===== src/rtl/mbx_pkg.sv =====
package mbx_pkg;
   localparam int BYTE_W     = 8;
   localparam int NUM_REGS   = 4;
   localparam int MAX_DEPTH  = 255;
   localparam int ST_AVAIL   = 7;
   localparam int ST_ROOM    = 6;
   localparam int NMI_REG    = 2;
   localparam logic [NUM_REGS-1:0] IRQ_SRC_MASK = 4'b1001;

   typedef logic [BYTE_W-1:0] byte_t;
   typedef logic [7:0]        lvl_t;

   function automatic int up_depth(input int idx, input int r1d, input int r3d);
      case (idx)
         0:       return r1d;
         2:       return r3d;
         default: return 1;
      endcase
   endfunction

   function automatic int dn_depth(input int idx, input int r3d);
      return (idx == 2) ? r3d : 1;
   endfunction
endpackage


===== src/rtl/mbx_fifo.sv =====
module mbx_fifo import mbx_pkg::*; #(
   parameter int DEPTH = 2,
   parameter int W     = BYTE_W
) (
   input  logic         clk,
   input  logic         rst_n,
   input  logic         flush,
   input  logic         push,
   input  logic [W-1:0] din,
   input  logic         pop,
   output logic [W-1:0] dout,
   output logic         avail,
   output logic         room,
   output lvl_t         level
);
   if (DEPTH < 1 || DEPTH > MAX_DEPTH) begin : g_bad_depth
      $error("mbx_fifo: DEPTH out of range");
   end
   if (W < 1) begin : g_bad_width
      $error("mbx_fifo: W must be positive");
   end

   if (DEPTH == 1) begin : g_hold
      logic         full_q;
      logic [W-1:0] data_q;
      logic         take;

      assign take = push && !full_q;

      always_ff @(posedge clk or negedge rst_n) begin
         if (!rst_n) begin
            full_q <= 1'b0;
            data_q <= '0;
         end else if (flush) begin
            full_q <= 1'b0;
         end else begin
            if (take) begin
               full_q <= 1'b1;
               data_q <= din;
            end else if (pop && full_q) begin
               full_q <= 1'b0;
            end
         end
      end

      assign dout  = data_q;
      assign avail = full_q;
      assign room  = !full_q;
      assign level = lvl_t'(full_q);
   end else begin : g_ring
      localparam int PW = $clog2(DEPTH);
      localparam logic [PW-1:0] LAST_IDX = PW'(DEPTH - 1);

      logic [W-1:0]  mem [DEPTH];
      logic [PW-1:0] wp_q, rp_q;
      lvl_t          cnt_q;
      logic [W-1:0]  last_q;
      logic          take, give;

      function automatic logic [PW-1:0] step(input logic [PW-1:0] p);
         return (p == LAST_IDX) ? '0 : p + 1'b1;
      endfunction

      assign take = push && (cnt_q < lvl_t'(DEPTH));
      assign give = pop && (cnt_q != '0);

      always_ff @(posedge clk or negedge rst_n) begin
         if (!rst_n) begin
            wp_q   <= '0;
            rp_q   <= '0;
            cnt_q  <= '0;
            last_q <= '0;
         end else if (flush) begin
            wp_q  <= '0;
            rp_q  <= '0;
            cnt_q <= '0;
         end else begin
            if (take) wp_q <= step(wp_q);
            if (give) begin
               rp_q   <= step(rp_q);
               last_q <= mem[rp_q];
            end
            cnt_q <= cnt_q + lvl_t'(take) - lvl_t'(give);
         end
      end

      always_ff @(posedge clk) begin
         if (!flush && take) mem[wp_q] <= din;
      end

      assign dout  = (cnt_q != '0) ? mem[rp_q] : last_q;
      assign avail = (cnt_q != '0);
      assign room  = (cnt_q < lvl_t'(DEPTH));
      assign level = cnt_q;
   end
endmodule


===== src/rtl/mbx_ctrl.sv =====
module mbx_ctrl import mbx_pkg::*; #(
   parameter int                  NREG       = NUM_REGS,
   parameter logic [NREG-1:0]     IRQ_MASK   = IRQ_SRC_MASK,
   parameter int                  HOLD_CYC   = 1
) (
   input  logic            clk,
   input  logic            rst_n,
   input  logic            ctl_we,
   input  logic            ctl_bit,
   input  logic            nmi_trig,
   input  logic [NREG-1:0] dn_avail,
   output logic            p_irq,
   output logic            p_nmi,
   output logic            p_rst
);
   localparam int HW = $clog2(HOLD_CYC + 1);

   if (HOLD_CYC < 1) begin : g_bad_hold
      $error("mbx_ctrl: HOLD_CYC must be at least 1");
   end

   logic          ctl_q;
   logic [HW-1:0] hold_q;
   logic          nmi_q;

   always_ff @(posedge clk or negedge rst_n) begin
      if (!rst_n) begin
         ctl_q  <= 1'b0;
         hold_q <= '0;
         nmi_q  <= 1'b0;
      end else begin
         if (ctl_we) ctl_q <= ctl_bit;
         if (ctl_q)               hold_q <= HW'(HOLD_CYC);
         else if (hold_q != '0)   hold_q <= hold_q - 1'b1;
         nmi_q <= nmi_trig;
      end
   end

   assign p_rst = ctl_q || (hold_q != '0);
   assign p_nmi = nmi_q;

   if (IRQ_MASK == '0) begin : g_no_irq
      assign p_irq = 1'b0;
   end else begin : g_irq
      assign p_irq = |(dn_avail & IRQ_MASK);
   end
endmodule


===== src/rtl/mbx_bridge.sv =====
module mbx_bridge import mbx_pkg::*; #(
   parameter int R1_UP_DEPTH = 24,
   parameter int R3_DEPTH    = 2,
   parameter int RST_HOLD    = 1
) (
   input  logic       clk,
   input  logic       rst_n,
   input  logic       h_cs,
   input  logic       h_rnw,
   input  logic [2:0] h_addr,
   input  logic [7:0] h_wdata,
   output logic [7:0] h_rdata,
   input  logic       p_iorq_n,
   input  logic       p_m1_n,
   input  logic       p_rd_n,
   input  logic       p_wr_n,
   input  logic [7:0] p_addr,
   input  logic [7:0] p_wdata,
   output logic [7:0] p_rdata,
   output logic       p_irq,
   output logic       p_nmi,
   output logic       p_rst
);
   localparam int IW = $clog2(NUM_REGS);

   if (R1_UP_DEPTH < 1 || R1_UP_DEPTH > MAX_DEPTH) begin : g_bad_r1
      $error("mbx_bridge: R1_UP_DEPTH out of range");
   end
   if (R3_DEPTH < 1 || R3_DEPTH > MAX_DEPTH) begin : g_bad_r3
      $error("mbx_bridge: R3_DEPTH out of range");
   end

   // decode
   logic          h_rd, h_wr, h_dat;
   logic [IW-1:0] h_idx;
   logic          p_sel, p_rd, p_wr, p_dat;
   logic [IW-1:0] p_idx;
   logic          unused_p_addr_hi;

   assign h_rd  = h_cs && h_rnw;
   assign h_wr  = h_cs && !h_rnw;
   assign h_dat = h_addr[0];
   assign h_idx = h_addr[2:1];

   assign p_sel = !(p_iorq_n || !p_m1_n);
   assign p_rd  = p_sel && !p_rd_n;
   assign p_wr  = p_sel && !p_wr_n;
   assign p_dat = p_addr[0];
   assign p_idx = p_addr[2:1];
   assign unused_p_addr_hi = ^p_addr[7:3];

   logic [NUM_REGS-1:0]        up_av, up_rm, dn_av, dn_rm;
   logic [NUM_REGS-1:0][7:0]   up_q, dn_q;
   logic [NUM_REGS-1:0][7:0]   up_lvl, dn_lvl;

   for (genvar g = 0; g < NUM_REGS; g++) begin : g_reg
      localparam int UPD = up_depth(g, R1_UP_DEPTH, R3_DEPTH);
      localparam int DND = dn_depth(g, R3_DEPTH);

      mbx_fifo #(.DEPTH(UPD), .W(BYTE_W)) u_up (
         .clk   (clk),
         .rst_n (rst_n),
         .flush (p_rst),
         .push  (p_wr && p_dat && (p_idx == IW'(g))),
         .din   (p_wdata),
         .pop   (h_rd && h_dat && (h_idx == IW'(g))),
         .dout  (up_q[g]),
         .avail (up_av[g]),
         .room  (up_rm[g]),
         .level (up_lvl[g])
      );

      mbx_fifo #(.DEPTH(DND), .W(BYTE_W)) u_dn (
         .clk   (clk),
         .rst_n (rst_n),
         .flush (p_rst),
         .push  (h_wr && h_dat && (h_idx == IW'(g))),
         .din   (h_wdata),
         .pop   (p_rd && p_dat && (p_idx == IW'(g))),
         .dout  (dn_q[g]),
         .avail (dn_av[g]),
         .room  (dn_rm[g]),
         .level (dn_lvl[g])
      );
   end

   // read muxes
   always_comb begin
      h_rdata = '0;
      if (h_dat) begin
         h_rdata = up_q[h_idx];
      end else begin
         h_rdata[ST_AVAIL] = up_av[h_idx];
         h_rdata[ST_ROOM]  = dn_rm[h_idx];
      end
   end

   always_comb begin
      p_rdata = '0;
      if (p_dat) begin
         p_rdata = dn_q[p_idx];
      end else begin
         p_rdata[ST_AVAIL] = dn_av[p_idx];
         p_rdata[ST_ROOM]  = up_rm[p_idx];
      end
   end

   mbx_ctrl #(.NREG(NUM_REGS), .IRQ_MASK(IRQ_SRC_MASK), .HOLD_CYC(RST_HOLD)) u_ctrl (
      .clk      (clk),
      .rst_n    (rst_n),
      .ctl_we   (h_wr && (h_addr == 3'd0)),
      .ctl_bit  (h_wdata[0]),
      .nmi_trig (h_wr && h_dat && (h_idx == IW'(NMI_REG))),
      .dn_avail (dn_av),
      .p_irq    (p_irq),
      .p_nmi    (p_nmi),
      .p_rst    (p_rst)
   );
endmodule


===== config.mk =====
export PLATFORM = sky130hd
export DESIGN_NAME = mbx_bridge
export DESIGN_NICKNAME = d
export VERILOG_FILES = /design/src/rtl/mbx_pkg.sv /design/src/rtl/mbx_fifo.sv /design/src/rtl/mbx_ctrl.sv /design/src/rtl/mbx_bridge.sv
export SDC_FILE = /design/constraint.sdc
export NUM_CORES = 1
export LEC_CHECK = 0
export CAP_MARGIN = 15
export CORE_ASPECT_RATIO = 0.9
export CORE_MARGIN = 8
export CORE_UTILIZATION = 42
export DETAILED_ROUTE_END_ITERATION = 10
export DONT_BUFFER_PORTS = 1
export GPL_ROUTABILITY_DRIVEN = 0
export PLACE_DENSITY = 0.64
export SLEW_MARGIN = 20
export SYNTH_ARGS = -nofsm -noshare
export SYNTH_HDL_FRONTEND = slang
export SYNTH_SLANG_ARGS = --single-unit

===== constraint.sdc =====
create_clock -name clk -period 5.9 [get_ports clk]
set_clock_uncertainty 0.1 [all_clocks]
set_input_delay 1.18 -clock clk [delete_from_list [all_inputs] [get_ports clk]]
set_output_delay 1.18 -clock clk [all_outputs]
set_load 0.005 [all_outputs]

Yosys cells after proc, flatten, opt, wreduce, memory -nomap -nowiden --
Memory sizes are Yosys's and may differ from the RTL's. Cells that the tools add are included.
Storage, ports and cells: register bits after elaboration 110, RAM bits 224, input port bits 35, output and inout port bits 19, word-level logic and storage cells 201, memories kept 3
Memories:
- g_reg[0].u_up.g_ring.mem | depth 24, width 8, rd ports 1, clocked after memory_dff 0, write ports 1, RTL line mbx_fifo.sv:54 | logic [W-1:0] mem [DEPTH];
- g_reg[2].u_dn.g_ring.mem | depth 2, width 8, rd ports 1, clocked after memory_dff 0, write ports 1, RTL line mbx_fifo.sv:54
- g_reg[2].u_up.g_ring.mem | depth 2, width 8, rd ports 1, clocked after memory_dff 0, write ports 1, RTL line mbx_fifo.sv:54
Cells by class: add/subtract/negate cells 13, order comparisons 5, equal/unequal tests 8, mux-type cells 63, bitwise logic cells 1, reductions and logical operators 83
Operator list (count):
- 8-bit 2-to-1 mux | 8
- 1-bit logical AND | 44
- 1-bit 2-to-1 mux | 39
- 8-bit binary-select mux with 2-bit select | 2
- 5-bit 2-to-1 mux | 6
- 8-bit by 1-bit adder with 8-bit output | 3
- 8-bit nonzero test | 3
- 8-bit by 1-bit subtractor with 8-bit output | 3
- 8-bit by 2-bit < comparator with 1-bit output (second input constant) | 2
- 2-bit AND reduction | 8
- 3-bit nonzero test | 5
- 6-bit 2-to-1 mux | 2
- 2-bit nonzero test | 6
- 1-bit logical NOT | 11
- 5-bit by 1-bit adder with 5-bit output (second input constant) | 2
- 5-bit == test (second input constant) | 2
- 1-bit binary-select mux with 2-bit select | 4
- 2-bit == test (second input constant) | 4
- 8-bit by 5-bit < comparator with 1-bit output (second input constant) | 1
- 2-bit by 3-bit < comparator with 1-bit output (second input constant) | 2
- 1-bit adder (second input constant) | 4
- 2-bit by 1-bit == test with 1-bit output (second input constant) | 2
- 2-bit logical NOT | 2
- 2-bit 2-to-1 mux | 2
- other kinds (5) | 6

Depth between registers and ports, before layout --
Gate-level depths: netlist of the first run.
depth in word-level cells 10, depth in mapped cells 13, depth with buffers taken out 13

Modules after synthesis --
From an unflattened synthesis of the first run, not the netlist that was laid out.
Unflattened totals: cell total of the unflattened synthesis 1113, area total of the unflattened synthesis 15658.8 µm²
Modules (own cells, without submodules):
- mbx_fifo (g_reg[0].u_up) | times used 1, cells each 573, area each 9192.6 µm², seq. area each 6416.2 µm²
- mbx_fifo (g_reg[2].u_dn ...) | times used 2, cells each 156, area each 1752.9 µm², seq. area each 930.9 µm²
- mbx_fifo (g_reg[0].u_dn ...) | times used 5, cells each 30, area each 412.9 µm², seq. area each 225.2 µm²
- mbx_bridge | times used 1, cells each 72, area each 793.3 µm², seq. area each 0.0 µm²
- mbx_ctrl | times used 1, cells each 6, area each 102.6 µm², seq. area each 75.1 µm²

Worst setup path before layout of the first run --
No wires, ideal clock.
path kind input-to-reg, from input port h_addr[2], to register g_reg[0].u_up.g_ring.cnt_q[6], setup time 79 ps, arrival 3494 ps, required time 5721 ps, setup slack 2227 ps, stages on the path 12, path buffers 1, cell sequence buf_2 or2_1 a211oi_1 ha_1 inv_1 ha_1 fa_1 a21oi_1 o21bai_1 a21o_1 a21oi_1 mux2i_1
Between the ends: word-level cells in the longest chain between the ends 5
RTL lines:
- start: declaration | RTL line mbx_bridge.sv:10 | input logic [2:0] h_addr,
- 2-bit logical NOT | RTL line mbx_bridge.sv:66 | .pop (h_rd && h_dat && (h_idx == IW'(g))),
- 1-bit logical AND | RTL line mbx_bridge.sv:66
- 1-bit logical AND | RTL line mbx_fifo.sv:65 | assign give = pop && (cnt_q != '0);
- 8-bit by 1-bit subtractor with 8-bit output | RTL line mbx_fifo.sv:83 | cnt_q <= cnt_q + lvl_t'(take) - lvl_t'(give);
- 8-bit 2-to-1 mux | RTL line mbx_fifo.sv:73 | end else if (flush) begin
- end signal: assignment | RTL line mbx_fifo.sv:83
- end: declaration | RTL line mbx_fifo.sv:56 | lvl_t cnt_q;
Every way passes these cells. A chain may end at the register's enable or synchronous reset.

Final worst setup path of the first run --
from register g_reg[0].u_up.g_ring.rp_q[0], to output port h_rdata[2]
Between the ends: word-level cells in the longest chain between the ends 5
RTL lines:
- start: declaration | RTL line mbx_fifo.sv:55 | logic [PW-1:0] wp_q, rp_q;
- start signal: assignment | RTL line mbx_fifo.sv:80 | rp_q <= step(rp_q);
- memory 24 x 8 bit
- 8-bit 2-to-1 mux | RTL line mbx_fifo.sv:91 | assign dout = (cnt_q != '0) ? mem[rp_q] : last_q;
- 8-bit binary-select mux with 2-bit select | RTL line mbx_bridge.sv:91 | h_rdata = up_q[h_idx];
- 8-bit 2-to-1 mux (implied by the code) | RTL line mbx_bridge.sv:91
- 6-bit 2-to-1 mux | RTL line mbx_bridge.sv:90 | if (h_dat) begin
- end: declaration | RTL line mbx_bridge.sv:12 | output logic [7:0] h_rdata,
Every way passes these cells. The select of a mux whose other input is x is not followed.

==> flow_metrics.tcl, run 1 <==
set metrics [dict create \
    drtIter0Drc 435 \
    cap_violations 0 \
    slowest_stage "dfrtp_4" \
    row_count 65 \
    grt_max_degree 111 \
    hold_viol_final 0 \
    irDropWorstVdd_uv 289.3 \
    pwr-share-seq 0.468 \
    final_cell_mix "edfxtp_1, dfrtp_1, nor2_1" \
    status "finished, final reports clean" \
    placed_area_sq_um 15280 \
    cts_tree "yes" \
    rsz0062_at_grt "false" \
    grt_overflow 0 \
    min_path_type "in2async" \
    synth_edf_count 224 \
    route.detailed.drc 0 \
    top_level_ports 54 \
    grt_pass1_wl_um 48090 \
    switching_share 0.2554 \
    path_buf_inv 1 \
    die_area_sq_um 41610 \
    rrSetupSlack_ns 2.45 \
    finalNonFillerCells 1474 \
    fillers 3034 \
    synth_top_area_share 0.4533 \
    ys.flop_type "edfxtp_1" \
    yosys.area.top_type "edfxtp_1" \
    syn-num-nets 1058 \
    dp_slack_ns 1.766 \
    synth_area_per_cell_sq_um 15.16 \
    crit_chain "buf_16 > mux4_2 > a22oi_1 > and3_1 > a211oi_1 > o31a_1" \
    cellLeakagePower_nw 5.903 \
    die_w_um 214.1 \
    cts.clk_slew.worst_paths_ns 0.07 \
    synth-seq-cells 334 \
    cts_buffer_depth 3 \
    antennaDiodeCount 0 \
    fin_tns_setup_ns 0 \
    detail_route.wl_per_cell_um 20.58 \
    p_sw_mw 1.520 \
    clkPwrFrac 0.361 \
    combPwrFrac 0.171 \
    drive_gt1_frac 0.1831 \
    timing.final.crit_share 0.7521 \
    total_power_mw 5.952 \
    seq_area_sq_um 9483 \
    ctsHoldBuffers 0 \
    seq_area_frac_synth 0.6388 \
    start_kind "flop" \
    clk_latency_ns 0.52 \
    maxSlewHeadroom 0.3587 \
    intPower_mw 4.432 \
    syn-instance-count 979 \
    reg2reg_to "g_reg[2].u_dn.level[5]$_DFF_PN0_" \
    yosysWarningCount 0 \
    yosysUniqueCellTypes 66 \
    synth_area_leaders "edfxtp_1, dfrtp_1, mux4_2" \
    endpoint_kind "output pin" \
    multi_input_area_sq_um 5001 \
    worst_ep_required_time_ns 4.62 \
    netlist_area_sq_um 14840 \
    cts-root-buf "clkbuf_16" \
    nets 1059 \
    path_class "reg2out" \
    antenna_found_initial 0 \
    grt_usage 0.1460 \
    finalWorstSetupSlack_ns 1.462 \
    slew_viol_final 0 \
    cp_max_fo 36 \
    final_util 0.4693 \
    design_area_sq_um 16410 \
    post-dp-hpwl_um 19780 \
    fin_crit_ns 4.438 \
    viasPerCell 5.396 \
    slowest_delay_ns 0.64 \
    powerDensity_nw_per_um2 362.6 \
    worst_r2r_path_depth 11 \
    setup_viol 0 \
    grt_pass1_vias 8227 \
    fmax_mhz 225.3 \
    coreArea_sq_um 34970 \
    reg2reg_from "g_reg[2].u_dn.level[4]$_DFF_PN0_" \
    timing.hold.ws_ns 0.2571 \
    routed_wl_um 30330 \
    final_antenna_net_count 0 \
    crit_family "compound AO/OA/AOI/OAI gates" \
    cts_max_level 2 \
    num_vias 7954 \
    cts_setup_buffers 0 \
    die_h_um 194.3 \
    start_util 0.4243 \
    cts_sinks 334 \
    dr.pass1.iters 4 \
    final_common_cell "edfxtp_1" \
    tritoncts.num_buffers 34 \
    numPortBuffers 0 \
    cts_resized 0 \
    crit_arrival_ns 3.16 \
    tightest_slew_ns 0.9619 \
    place_inst 1412 \
    syn_to_final_growth_pct 10.60 \
    async_flop_share 0.3293 \
]
## how the worst max path moves through the flow
stage                                             startpoint                          endpoint  slack [ns]  cells past startpoint
floorplan                                          h_addr[2]  g_reg[0].u_up.level[6]$_DFF_PN0_        2.23                     12
global placement                                   h_addr[1]  g_reg[0].u_up.level[6]$_DFF_PN0_        1.74                     11
detailed placement  g_reg[0].u_up.g_ring.rp_q[0]$_DFFE_PN0P_                        h_rdata[5]        1.77                      5
CTS                 g_reg[0].u_up.g_ring.rp_q[0]$_DFFE_PN0P_                        h_rdata[2]        1.15                      5
global route        g_reg[0].u_up.g_ring.rp_q[0]$_DFFE_PN0P_                        h_rdata[4]        1.33                      6
finish              g_reg[0].u_up.g_ring.rp_q[0]$_DFFE_PN0P_                        h_rdata[2]        1.46                      6
## cell usage after synthesis, types with 3 or more instances
cell / count
mux2i_1: 34
nand2b_1: 12
clkbuf_1: 20
ha_1: 41
inv_1: 42
and3_1: 11
or3_1: 11
nand3_1: 9
buf_4: 4
o21bai_1: 5
o21ai_0: 11
nor3_1: 6
mux2_4: 8
a22oi_1: 25
mux4_2: 56
and2_2: 6
nand4_1: 3
edfxtp_1: 224
buf_2: 13
nor2_1: 99
a21oi_1: 35
mux2_2: 43
a211oi_1: 15
buf_1: 4
and2_1: 8
o31a_1: 6
o211ai_1: 7
nand3b_1: 3
fa_1: 3
a21o_1: 5
nor2b_1: 5
nand2_1: 35
dfrtp_1: 110
xnor2_1: 15
a211o_1: 4
## power by group through the flow
| stage | Combinational (mW) | Sequential [mW] | Clock [mW] |
|---|---|---|---|
| floorplan | 0.836 | 2.80 | 0 |
| global placement | 0.994 | 2.83 | 0 |
| detailed placement | 1.02 | 2.84 | 0 |
| CTS | 1.03 | 2.79 | 2.20 |
| global route | 1.15 | 2.81 | 2.29 |
| finish | 1.02 | 2.79 | 2.15 |
## cell type report
cell class	instances	share of cell area
inverters	42	0.009606
clock buffers	42	0.05497
clock inverters	19	0.01227
flip-flops and latches	334	0.5778
multi-input cells	560	0.3047
well taps	469	0.03576
repair buffers	8	0.004879
## metal layers
| layer | vias to the layer above | track usage | routed length [um] |
|---|---|---|---|
| li1 | 3714 | - | - |
| met5 | - | 0 | 0 |
| met1 | 4023 | 0.1987 | 13870 |
| met2 | 178 | 0.2315 | 14060 |
| met4 | 0 | 0.03603 | 462 |
| met3 | 39 | 0.03865 | 1935 |
## cells by family after synthesis
| logic type | synth area share |
|---|---|
| muxes | 0.1487 |
| DFF | 0.6388 |
| AOI/OAI and AO/OA | 0.06054 |
| buffers and inverters | 0.02462 |
| xor gates and xnor gates | 0.01003 |
| adders and majority gates | 0.03862 |
| and+or+nand+nor | 0.07875 |
## registers in the layout (all words and copies together) (netlist names)
signal,cells
g.u_dn.g_ring.wp_q,1
g.u_up.g_ring.wp_q,6
g.u_up.g_ring.last_q,16
u_ctrl.hold_q,1
g.u_dn.g_ring.mem,16
g.u_up.dout,16
g.u_dn.avail,3
u_ctrl.p_nmi,1
u_ctrl.ctl_q,1
g.u_up.g_ring.mem,208
g.u_up.avail,2
g.u_dn.g_ring.rp_q,1
g.u_dn.g_ring.last_q,8
g.u_up.level,16
g.u_dn.level,8
g.u_dn.dout,24
g.u_up.g_ring.rp_q,6
## worst register-to-register path, stage by stage, from the launching register on
cell	delay, ns
dfrtp_1	0.37
inv_1	0.07
ha_1	0.21
nand4_1	0.56
nor3b_1	0.49
nand2b_1	0.18
ha_1	0.31
a21o_1	0.16
a21oi_1	0.29
o21ai_0	0.17
or3_1	0.32
a21oi_1	0.15
Power figures use the tool's default switching activity.
==> inputs of run 2 (changes only) <==
==> constraint.sdc (replaced) <==
create_clock -name clk -period 4.13 [get_ports clk]
set_clock_uncertainty 0.1 [all_clocks]
set_input_delay 0.826 -clock clk [delete_from_list [all_inputs] [get_ports clk]]
set_output_delay 0.826 -clock clk [all_outputs]
set_load 0.005 [all_outputs]
==> flow_metrics.tcl, run 2 (same netlist as run 1, synthesis figures left out) <==
set metrics [dict create \
    status "finished, final reports clean" \
    routed_wl_um 31720 \
    cts_tree "yes" \
    path_class "reg2out" \
    endpoint "h_rdata[6]" \
    top_register "g.u_up.g_ring.mem" \
    route.detailed.drc 0 \
    cap_violations 0 \
    cts_buffer_depth 3 \
    rrSetupSlack_ns 0.95 \
    post-dp-hpwl_um 20530 \
    powerDensity_nw_per_um2 506.9 \
    design_area_sq_um 16540 \
    slowest_stage "dfrtp_2" \
    top_level_ports 54 \
    cp_max_fo 37 \
    setup_viol 0 \
    start_util 0.4243 \
    maxSlewHeadroom 0.3856 \
    dr.pass1.iters 5 \
    tritoncts.num_buffers 34 \
    crit_arrival_ns 3.03 \
    nets 1082 \
    worst_r2r_path_depth 14 \
    fin_tns_setup_ns 0 \
    final_cell_mix "edfxtp_1, dfrtp_1, nor2_1" \
    coreArea_sq_um 34970 \
    grt_pass1_wl_um 49510 \
    placed_area_sq_um 15480 \
    die_area_sq_um 41610 \
    reg2reg_to "g_reg[0].u_up.level[6]$_DFF_PN0_" \
    min_path_type "in2async" \
    antenna_found_initial 0 \
    endpoint_kind "output pin" \
    worst_ep_required_time_ns 3.20 \
    die_h_um 194.3 \
    row_count 65 \
    drtIter0Drc 600 \
    dp_slack_ns 0.5621 \
    clk_latency_ns 0.52 \
    cts-root-buf "clkbuf_16" \
    hold_viol_final 0 \
    crit_top_cell "a22oi_1" \
    final_antenna_net_count 0 \
    num_vias 8194 \
    largest_reg_flops 208 \
    slew_viol_final 0 \
    final_common_cell "edfxtp_1" \
    rsz0062_at_grt "false" \
    cts.clk_slew.worst_paths_ns 0.06 \
    antennaDiodeCount 0 \
    detail_route.wl_per_cell_um 21.23 \
    finalNonFillerCells 1494 \
    cellLeakagePower_nw 6.004 \
    reg2reg_from "g_reg[0].u_up.level[6]$_DFF_PN0_" \
    viasPerCell 5.485 \
    drive_gt1_frac 0.2000 \
    numPortBuffers 0 \
    grt_max_degree 111 \
    crit_chain "nor2b_1 > a22oi_1 > and3_1 > a211o_1 > a22oi_1" \
    timing.hold.ws_ns 0.1612 \
    fin_crit_ns 3.960 \
    grt_overflow 0 \
    grt_usage 0.1513 \
    die_w_um 214.1 \
    crit_start "g_reg[0].u_up.g_ring.rp_q[1]$_DFFE_PN0P_" \
    grt_pass1_vias 8345 \
    timing.final.crit_share 0.9587 \
    irDropWorstVdd_uv 401.1 \
    slowest_delay_ns 0.73 \
    place_inst 1435 \
    tightest_slew_ns 0.9166 \
    cts_max_level 2 \
    syn_to_final_growth_pct 11.48 \
    finalWorstSetupSlack_ns 0.1704 \
    fmax_mhz 252.6 \
    start_kind "flop" \
    cts_sinks 334 \
    fillers 3022 \
]
==> run 2: cell types whose count changed in the layout (fill, tap and decap cells not counted), moves of 2 or more <==
cell and change:
buf_12 +2, buf_4 +21, bufinv_16 -4, clkbuf_16 +2, clkbuf_8 +2, inv_6 -2
==> run 2: repair_timing <==
| action | in CTS | in global routing |
|---|---|---|
| buffers inserted | 0 | 0 |
| gates resized for setup | 0 | 0 |
| hold buffers | 1 | 0 |
| hold endpoints to repair | 110 | 0 |
==> run 2: worst min path at each step <==
stage	startpoint	endpoint	slack (ns)	cells after the start
global placement	g_reg[1].u_dn.dout[2]$_DFFE_PN0P_	g_reg[1].u_dn.dout[2]$_DFFE_PN0P_	0.38	1
CTS	rst_n	g_reg[0].u_dn.dout[1]$_DFFE_PN0P_	0.19	1
floorplan	u_ctrl.ctl_q$_DFFE_PN0P_	u_ctrl.hold_q$_DFF_PN0_	0.31	0
detailed placement	g_reg[1].u_up.dout[3]$_DFFE_PN0P_	g_reg[1].u_up.dout[3]$_DFFE_PN0P_	0.39	1
finish	rst_n	g_reg[2].u_dn.level[0]$_DFF_PN0_	0.16	1
global route	rst_n	g_reg[2].u_dn.level[3]$_DFF_PN0_	0.21	1
==> run 2: critical path: cells and delay by family (launching register included) <==
kind / cells / cell delay [ns]
AO/OA/AOI/OAI: 3 / 0.94
flip-flops: 1 / 0.73
AND/OR/NAND/NOR: 2 / 0.84
==> run 2: cell type report <==
type / instances / area, sq um / area share
Sequential cell: 334 / 9484 / 0.5733
Tap cell: 469 / 586.8 / 0.03547
Clock inverter: 11 / 52.55 / 0.003177
Clock buffer: 47 / 983.4 / 0.05945
Multi-Input combinational cell: 560 / 5001 / 0.3023
Inverter: 42 / 157.7 / 0.009530
Timing Repair Buffer: 31 / 277.8 / 0.01679
==> run 2: layer usage <==
metal / global-route usage / vias to the layer above / share of wire
li1: - / 3754 / -
met1: 0.2105 / 4187 / 0.45
met2: 0.2353 / 212 / 0.46
met3: 0.04191 / 41 / 0.073
met4: 0.03349 / 0 / 0.015
met5: 0 / - / 0
==> run 2: per-stage QoR <==
step | total power, mW | utilization
after floorplan | 5.196 | -
final | 8.385 | 0.4731
after global routing | 8.794 | 0.4731
after global placement | 5.488 | 0.4426
after detailed placement | 5.526 | 0.4426
after CTS | 8.451 | 0.4731
==> run 2: power by group <==
group,leakage [nW],internal (mW),switching [mW]
combinational,2.06,0.693,0.811
clock,0.510,1.66,1.24
sequential,3.44,3.84,0.135
total,6.00,6.20,2.19
==> inputs of run 3 (changes only) <==
==> constraint.sdc (replaced) <==
create_clock -name clk -period 3.9 [get_ports clk]
set_clock_uncertainty 0.1 [all_clocks]
set_input_delay 0.78 -clock clk [delete_from_list [all_inputs] [get_ports clk]]
set_output_delay 0.78 -clock clk [all_outputs]
set_load 0.005 [all_outputs]
==> flow_metrics.tcl, run 3 (same netlist as run 1, synthesis figures left out) <==
set metrics [dict create \
    drive_gt1_frac 0.2100 \
    slew_viol_final 0 \
    row_count 65 \
    route.detailed.drc 0 \
    grt_pass1_wl_um 49410 \
    antenna_found_initial 0 \
    grt_usage 0.1487 \
    finalNonFillerCells 1507 \
    irDropWorstVdd_uv 382.2 \
    worst_r2r_path_depth 13 \
    start_kind "flop" \
    worst_ep_required_time_ns 3.02 \
    nets 1092 \
    cts_buffer_depth 3 \
    rsz0062_at_grt "false" \
    largest_reg_flops 208 \
    powerDensity_nw_per_um2 530.6 \
    grt_use_met3 0.03431 \
    crit_arrival_ns 2.85 \
    met2_usage 0.2344 \
    final_antenna_net_count 0 \
    post-dp-hpwl_um 20440 \
    die_area_sq_um 41610 \
    grt_pass1_vias 8291 \
    hold_viol_final 0 \
    reg2reg_from "g_reg[0].u_up.level[3]$_DFF_PN0_" \
    cts_tree "yes" \
    total_power_mw 8.809 \
    dr.pass1.iters 5 \
    status "finished, final reports clean" \
    die_h_um 194.3 \
    path_class "reg2out" \
    reg2reg_to "g_reg[0].u_up.level[6]$_DFF_PN0_" \
    busiest_layer "met2" \
    coreArea_sq_um 34970 \
    antennaDiodeCount 0 \
    rrSetupSlack_ns 0.52 \
    fin_crit_ns 3.735 \
    cts_max_level 1 \
    cts.clk_slew.worst_paths_ns 0.07 \
    min_path_type "in2async" \
    grt_overflow 0 \
    cellLeakagePower_nw 6.055 \
    cts_sinks 334 \
    tightest_slew_ns 0.8678 \
    place_inst 1448 \
    fin_tns_setup_ns 0 \
    cp_max_fo 9 \
    detail_route.wl_per_cell_um 20.84 \
    setup_viol 0 \
    final_cell_mix "edfxtp_1, dfrtp_1, nor2_1" \
    cts_setup_buffers 0 \
    endpoint_kind "output pin" \
    cts-root-buf "clkbuf_16" \
    final_common_cell "edfxtp_1" \
    start_util 0.4243 \
    met1_usage 0.2110 \
    tritoncts.num_buffers 31 \
    routed_wl_um 31410 \
    die_w_um 214.1 \
    top_register "g.u_up.g_ring.mem" \
    syn_to_final_growth_pct 11.87 \
    clk_latency_ns 0.57 \
    fmax_mhz 267.8 \
    top_level_ports 54 \
    cap_violations 0 \
    drtIter0Drc 674 \
    num_vias 8125 \
    viasPerCell 5.392 \
    grt_max_degree 111 \
    numPortBuffers 0 \
    timing.final.crit_share 0.9576 \
    maxSlewHeadroom 0.4183 \
]
-- run 3: critical path, cell delays in order, from the launching register on --
cell,delay (ns)
dfrtp_1,0.52
nor3b_2,0.62
a22oi_1,0.20
and3_1,0.28
a211oi_1,0.36
o22a_1,0.30
-- run 3: metrics by stage --
step / cell area (sq um) / worst slack [ns] / hold WS [ns] / utilization
floorplan: 14840 / 0.6267 / 0.3114 / -
global placement: 15580 / 0.3995 / 0.3837 / 0.4454
detailed placement: 15580 / 0.3464 / 0.3903 / 0.4454
CTS: 16600 / 0.1418 / 0.07887 / 0.4746
global route: 16600 / 0.0006581 / 0.08786 / 0.4747
finish: 16600 / 0.1652 / 0.04735 / 0.4747
-- run 3: how the worst max path moves through the flow --
stage / from / end / depth (start not counted)
after global routing: g_reg[0].u_up.g_ring.rp_q[1]$_DFFE_PN0P_ / h_rdata[5] / 6
after floorplan: h_addr[2] / g_reg[0].u_up.level[6]$_DFF_PN0_ / 12
final: g_reg[0].u_up.g_ring.rp_q[3]$_DFFE_PN0P_ / h_rdata[7] / 5
after detailed placement: h_cs / g_reg[0].u_up.level[6]$_DFF_PN0_ / 11
after CTS: g_reg[0].u_up.g_ring.rp_q[0]$_DFFE_PN0P_ / h_rdata[0] / 6
after global placement: h_cs / g_reg[0].u_up.level[6]$_DFF_PN0_ / 11
-- run 3: repair_timing --
item / 4_1_cts / 5_1_grt
endpoints found under the hold margin: 110 / 0
gates resized for setup: 0 / 1
hold buffers: 1 / 0
setup endpoints to repair: 0 / 1
-- run 3: where the power goes --
part | switching [mW] | total, mW | internal, mW | leakage, nW
clock network | 1.29 | 2.99 | 1.70 | 0.491
registers | 0.144 | 4.21 | 4.07 | 3.44
logic | 0.859 | 1.61 | 0.749 | 2.13
-- run 3: per-layer routing --
metal  up-vias  wire length, um
met2       160            14540
met3        27             1744
met4         0              423
li1       3771                -
met5         -                0
met1      4167            14710
-- run 3: cell type report --
class | count | area, sq um
sequential | 334 | 9483
tap | 469 | 586.8
inverter | 42 | 157.7
clock inverter | 18 | 165.2
clock buffer | 40 | 829.5
timing repair buffer | 44 | 375.4
multi-input combinational | 560 | 5004
fill | 3004 | 18370
